## config.mk

```make
export PLATFORM = sky130hd
export DESIGN_NAME = booth_seq_mult
export DESIGN_NICKNAME = d
export VERILOG_FILES = /design/src/rtl/booth_seq_mult.sv
export SDC_FILE = /design/constraint.sdc
export NUM_CORES = 1
export LEC_CHECK = 0
export ABC_AREA = 0
export ABC_CLOCK_PERIOD_IN_PS = 7900
export BUFFER_PORTS_ARGS = -buffer_cell sky130_fd_sc_hd__buf_2
export CAP_MARGIN = 0
export CORE_MARGIN = 2
export CORE_UTILIZATION = 63
export CTS_BUF_LIST = sky130_fd_sc_hd__clkbuf_8
export DETAILED_ROUTE_END_ITERATION = 7
export GPL_TIMING_DRIVEN = 0
export PLACE_DENSITY = 0.95
export SYNTH_ARGS = -nofsm -noshare
export SYNTH_HDL_FRONTEND = slang
export SYNTH_SLANG_ARGS = --single-unit
```

## constraint.sdc

```tcl
create_clock -name clk -period 7.9 [get_ports clk]
set_input_delay 1.185 -clock clk [delete_from_list [all_inputs] [get_ports clk]]
set_output_delay 1.185 -clock clk [all_outputs]
set_load 0.005 [all_outputs]
```

## src/rtl/booth_seq_mult.sv

```systemverilog
`timescale 1ns/1ps
module booth_seq_mult #(
  parameter int W = 32
) (
  input  logic           clk,
  input  logic           rst_n,
  input  logic           start,
  input  logic [W-1:0]   mcand,
  input  logic [W-1:0]   mplier,
  output logic           busy,
  output logic           done,
  output logic [2*W-1:0] product
);
  localparam int CW = $clog2(W + 1);

  logic [2*W-1:0]  acc_q;
  logic            tail_q;
  logic [W-1:0]    mc_q;
  logic [CW-1:0]   step_q;
  logic            busy_q;
  logic            done_q;

  logic signed [W:0] hi_x;
  logic signed [W:0] mc_x;
  logic signed [W:0] sum;
  logic              accept;
  logic              last;

  assign hi_x   = {acc_q[2*W-1], acc_q[2*W-1:W]};
  assign mc_x   = {mc_q[W-1], mc_q};
  assign accept = start && !busy_q;
  assign last   = (step_q == CW'(W - 1));

  always_comb begin
    case ({acc_q[0], tail_q})
      2'b10:   sum = hi_x - mc_x;
      2'b01:   sum = hi_x + mc_x;
      default: sum = hi_x;
    endcase
  end

  always_ff @(posedge clk or negedge rst_n) begin
    if (!rst_n) begin
      acc_q  <= '0;
      tail_q <= 1'b0;
      mc_q   <= '0;
      step_q <= '0;
      busy_q <= 1'b0;
      done_q <= 1'b0;
    end else begin
      done_q <= 1'b0;
      if (busy_q) begin
        acc_q  <= {sum, acc_q[W-1:1]};
        tail_q <= acc_q[0];
        step_q <= step_q + 1'b1;
        if (last) begin
          busy_q <= 1'b0;
          done_q <= 1'b1;
        end
      end else if (accept) begin
        acc_q  <= {{W{1'b0}}, mplier};
        tail_q <= 1'b0;
        mc_q   <= mcand;
        step_q <= '0;
        busy_q <= 1'b1;
      end
    end
  end

  assign busy    = busy_q;
  assign done    = done_q;
  assign product = acc_q;

  assert_start_taken_R2: assert property (@(posedge clk) disable iff (!rst_n)
    (start && !busy_q) |=> busy_q);

  assert_step_bound_R3: assert property (@(posedge clk) disable iff (!rst_n)
    busy_q |-> (step_q < CW'(W)));

  assert_done_after_run_R3: assert property (@(posedge clk) disable iff (!rst_n)
    done_q |-> ($past(busy_q) && !busy_q));

  assert_done_pulse_R5: assert property (@(posedge clk) disable iff (!rst_n)
    done_q |=> !done_q);

  assert_hold_result_R6: assert property (@(posedge clk) disable iff (!rst_n)
    (!busy_q && !start) |=> $stable(product));

  assert_ignore_start_R7: assert property (@(posedge clk) disable iff (!rst_n)
    (busy_q && start) |=> $stable(mc_q));
endmodule

```

======== Word-level counts from Yosys, hierarchy flattened ========
Index checks and enable logic that the tools add are counted.
Widths: inputs -> output; s select.
cells by class
  add/subtract/negate cells ............... 3
  equality and inequality tests ........... 4
  muxes and demuxes ....................... 12
  bitwise gates (word level) .............. 1
  reduce and logical (&&, ||, !) cells .... 5
operators with widths
  kind                 number
  $mux 64              2
  $pmux 33 s2          1
  $add 32x32->33       1
  $sub 32x32->33       1
  $mux 6               2
  $mux 1               7
  $add 6x1->6 const B  1
  $eq 6x5->1 const B   1
  $reduce_and 2->1     2
  $ne 3x1->1 const B   1
  $eq 2x1->1 const B   1
  $eq 2x2->1 const B   1
  $reduce_bool 2->1    1
  $logic_and 1x1->1    1
  $logic_not 1->1      1
  $not 1->1            1
storage, ports and cells
  flip-flop bits (word level) ............. 105
  input bits .............................. 67
  output and inout bits ................... 66
  word-level logic and storage cells ...... 32

======== Longest topological paths before layout ========
  word-level depth ........................ 4
  mapped depth ............................ 18
  mapped depth without buffers ............ 17

======== Worst setup path after synthesis ========
Ideal clock, no wire load.
  path type ............................... flip-flop to flip-flop
  start point ............................. reg mc_q[0]
  end point ............................... reg acc_q[59], in the netlist product[59]
  setup time .............................. 133 ps
  arrival ................................. 3683 ps
  required time ........................... 7767 ps
  setup slack ............................. 4083 ps
  stages on the path, launching flop included .. 18
  buffers on the path ..................... 1
  period minus slack after synthesis ...... 3817 ps
  cell sequence ........................... dfrtp_1 inv_1 ha_1 or4b_4 nor4_1 and3_2 nor2_1 nor2_1 xnor2_1 ha_1 clkbuf_1 nand2_1 o21bai_1 or3_1 a21oi_1 o31a_1 xor2_1 o21ai_0
on the way
  word-level cells in the longest chain between the ends .. 3
  elaborated cells on any way between the ends .. 4
  those cells by class .................... add/sub (2); mux (2)
RTL lines
  what                                              RTL line  RTL
  start, declared                                   18        logic [W-1:0] mc_q;
  start signal, assigned                            63        mc_q <= mcand;
  $add 32x32->33 or $sub 32x32->33 (tied branches)  37, 36
  $pmux 33 s2 (*)                                   35        case ({acc_q[0], tail_q})
  $mux 64 (*)                                       52        if (busy_q) begin
  end signal, assigned                              53        acc_q <= {sum, acc_q[W-1:1]};
  end signal, assigned                              61        acc_q <= {{W{1'b0}}, mplier};
  end, declared                                     16        logic [2*W-1:0] acc_q;
Mark *: on every way between the ends. The rest lies on a longest branch, timed or not.
A chain may end at the register's enable or synchronous reset.

======== Final worst setup path ========
  start point ............................. reg mc_q[0]
  end point ............................... reg acc_q[56], in the netlist product[56]
Same word-level chain as after synthesis.

==> metrics.md <==
| Metric | Value |
|---|---|
| R2R Path Start | `mc_q[0]` |
| Post-route antenna net violation count | `0` |
| Initial DRC count | `703` |
| Reg area | `0.00263 sq mm` |
| Asr flop ratio synth | `between 90% and 100%` |
| Clock sink total | `around 110` |
| Most frequent cells in the layout | `174 x nand2_1, 131 x buf_2, 105 x dfrtp_1` |
| Headroom to the max-slew limit | `38.2%` |
| Mean post-synth cell area | `8.23 sq um` |
| DP Worst Slack | `3.22 ns` |
| M1 GR Usage | `a little under half` |
| Yosys warning count | `0` |
| Worst reg2reg path depth | `15` |
| DR pass1 iterations | `5` |
| Post_cts resized | `0` |
| Die W | `approximately 110 microns` |
| Kind of start point of the critical path | `register` |
| Drt wl/cell | `18.4 microns` |
| Die area | `0.0122 sq mm` |
| Status | `finished, final reports clean` |
| Multi-input logic area | `0.00424 sq mm` |
| TNS Setup | `0 ns` |
| Max-cap violations | `0` |
| Reg2reg setup slack | `3.01 ns` |
| Top Ports | `about 130` |
| Num CTS Buffers | `9` |
| Crit path required time | `8.18 ns` |
| CTS max path bufs | `2` |
| DR vias/cell | `roughly 6.3` |
| Setup CP Type | `register to register` |
| Met2 usage | `between 50% and 60%` |
| CTS root buffer | `clkbuf_8` |
| Synth-to-layout area growth | `15.2%` |
| Utilization after layout | `75.0%` |
| F_max | `slightly above 200 MHz` |
| Final hold vios | `0` |
| Hold EP | `step_q[5]` |
| Hold buffers post-CTS | `0` |
| Crit path arrival time | `5.17 ns` |
| Sequential area share after synthesis | `36.9%` |
| HPWL Detailed | `around 15000 microns` |
| Pin count of the biggest net entering global routing | `55` |
| Worst Hold Launch | `step_q[5]` |
| Fillers | `802` |
| Setup Viol. Count Final | `0` |
| Grt met3 use | `7.41%` |
| Gpl congestion | `0.982` |
| Worst-path fanout max | `6` |
| Hold Path Cell Cnt | `1` |
| Synth unique cells | `56` |
| Most used routing layer | `met2` |
| Grt ovf | `0` |
| GRT Total Usage | `36.2%` |
| H-Tree Depth | `3` |
| Routed wire length | `21200 microns` |
| DRC | `0` |
| CTS tree | `built` |
| Final Worst Setup Slack | `around 3 ns` |
| Post-DP Area | `0.00798 sq mm` |
| Antenna cells | `0` |
| Port-buffer cells | `between 100 and 150` |
| Commonest non-fill, non-tap cell in the layout | `nand2_1` |
| Tcrit/Tclk final | `between 60% and 70%` |
| Critical path endpoint category | `register` |
| Core area | `0.0109 sq mm` |
| Synthesized flop and latch total | `105` |
| Row count | `38` |
| Mapped cell area | `between 0.007 and 0.008 sq mm` |
| Reg clk slew, reported paths | `0.10 ns` |
| Post-synthesis cell count | `864` |
| Number of global-route vias before repair | `a little under 7000` |
| Syn_nets | `968` |
| Clock period minus worst slack | `4.89 ns` |
| RR Endpoint | `product[56]` |
| Number of synthesized flops with an enable pin | `0` |
| Die height | `110 microns` |
| Routed vias | `7225` |
| Slew Viols, Final | `0` |
| Final Net Count | `1112` |
| Initial antenna violation count | `0` |
| Worst-skew pair later-pin latency | `about 0.38 ns` |
| Top_reg_cell synth | `dfrtp_1` |
| Worst Max-Slew Pin Slew | `0.918 ns` |
| Hold Crit Class | `register to register` |
| First-pass GRT wire length | `33500 microns` |
| RSZ-0062 raised after global routing | `false` |
| Post-CTS setup buffers | `0` |
| Effective utilization at floorplan | `65.1%` |
| Worst clock skew | `0.0137 ns` |
| Layout cells sized above 1 | `between 10% and 20%` |
| Post-route cell area | `0.00820 sq mm` |
Yosys cell counts (6+ instances only):
cell type | count | area share (%)
ha_1 | 36 | 6.3
o21ai_0 | 94 | 6.6
nand2b_1 | 17 | 1.5
nand4_1 | 15 | 1.3
nand3_1 | 18 | 1.3
nor2b_1 | 7 | 0.62
dfrtp_1 | 105 | 37
o31ai_1 | 6 | 0.63
inv_1 | 16 | 0.84
mux2i_1 | 34 | 4.8
a21o_1 | 20 | 2.1
a31oi_1 | 14 | 1.2
a21oi_1 | 51 | 3.6
nor3b_1 | 18 | 1.9
nor4_1 | 6 | 0.53
nor2_1 | 55 | 2.9
xnor2_1 | 18 | 2.2
xor2_1 | 37 | 4.6
clkbuf_1 | 45 | 2.4
nand2_1 | 174 | 9.2
nor3_1 | 12 | 0.84
metrics by stage:
| step | hold slack (ns) | instances |
|---|---|---|
| global route | 0.518 | 1153 |
| global placement | 0.465 | 1136 |
| floorplan | 0.445 | 864 |
| CTS | 0.487 | 1153 |
| finish | 0.494 | 1153 |
| detailed placement | 0.470 | 1137 |
flip-flops by register name (all words and copies together) (netlist names):
name	flops
mc_q	32
product	64
busy	1
step_q	6
tail_q	1
done	1
kinds of logic (layout without fill, tap and decap cells):
| family | Yosys count | count (layout) | synth area share (%) |
|---|---|---|---|
| AO/OA/AOI/OAI | 223 | 223 | 18.5 |
| adder cells (fa/ha/maj) | 37 | 37 | 6.61 |
| buffers and inverters | 66 | 215 | 3.48 |
| flip-flops | 105 | 105 | 36.9 |
| AND/OR/NAND/NOR | 342 | 342 | 22.6 |
| XOR/XNOR | 55 | 55 | 6.77 |
| multiplexers | 36 | 36 | 5.10 |
worst max path at each step:
stage,from,endpoint,slack (ns),cells after the start
finish,mc_q[0],product[56],3.01,15
CTS,mc_q[0],product[56],3.16,16
global placement,mc_q[0],product[56],3.36,16
detailed placement,mc_q[0],product[56],3.22,16
floorplan,mc_q[0],product[59],4.08,17
global route,mc_q[0],product[56],2.76,16
metal layers:
layer  up-vias  share of wire [%]
met5         -                  0
met4         0                4.3
met3        83                 11
met2       444                 45
met1      3361                 39
li1       3337                  -
worst max-delay path: stages (launching register included):
cell and delay (ns):
dfrtp_1 0.43, inv_1 0.09, ha_1 0.20, or4b_4 0.52, nor4_1 0.77, a21oi_1 0.21
xor2_1 0.35, ha_1 0.37, a211oi_1 0.34, o211ai_1 0.16, a21boi_0 0.25, nand3_1 0.24
o22ai_1 0.35, xor2_1 0.21, o21ai_0 0.10, a21o_1 0.20
final cells by class:
type                       count  share of cell area, %
buffer                        50                   2.29
clock buffer                   9                   1.51
clock inverter                 7                   1.14
inverter                      16                  0.733
multi-input combinational    693                   51.7
sequential                   105                   32.1
tap                          140                   2.14
timing repair buffer         133                   8.42
Power is not shown: default switching activity piles up to over one toggle a cycle in this logic, so the estimate is an artifact.
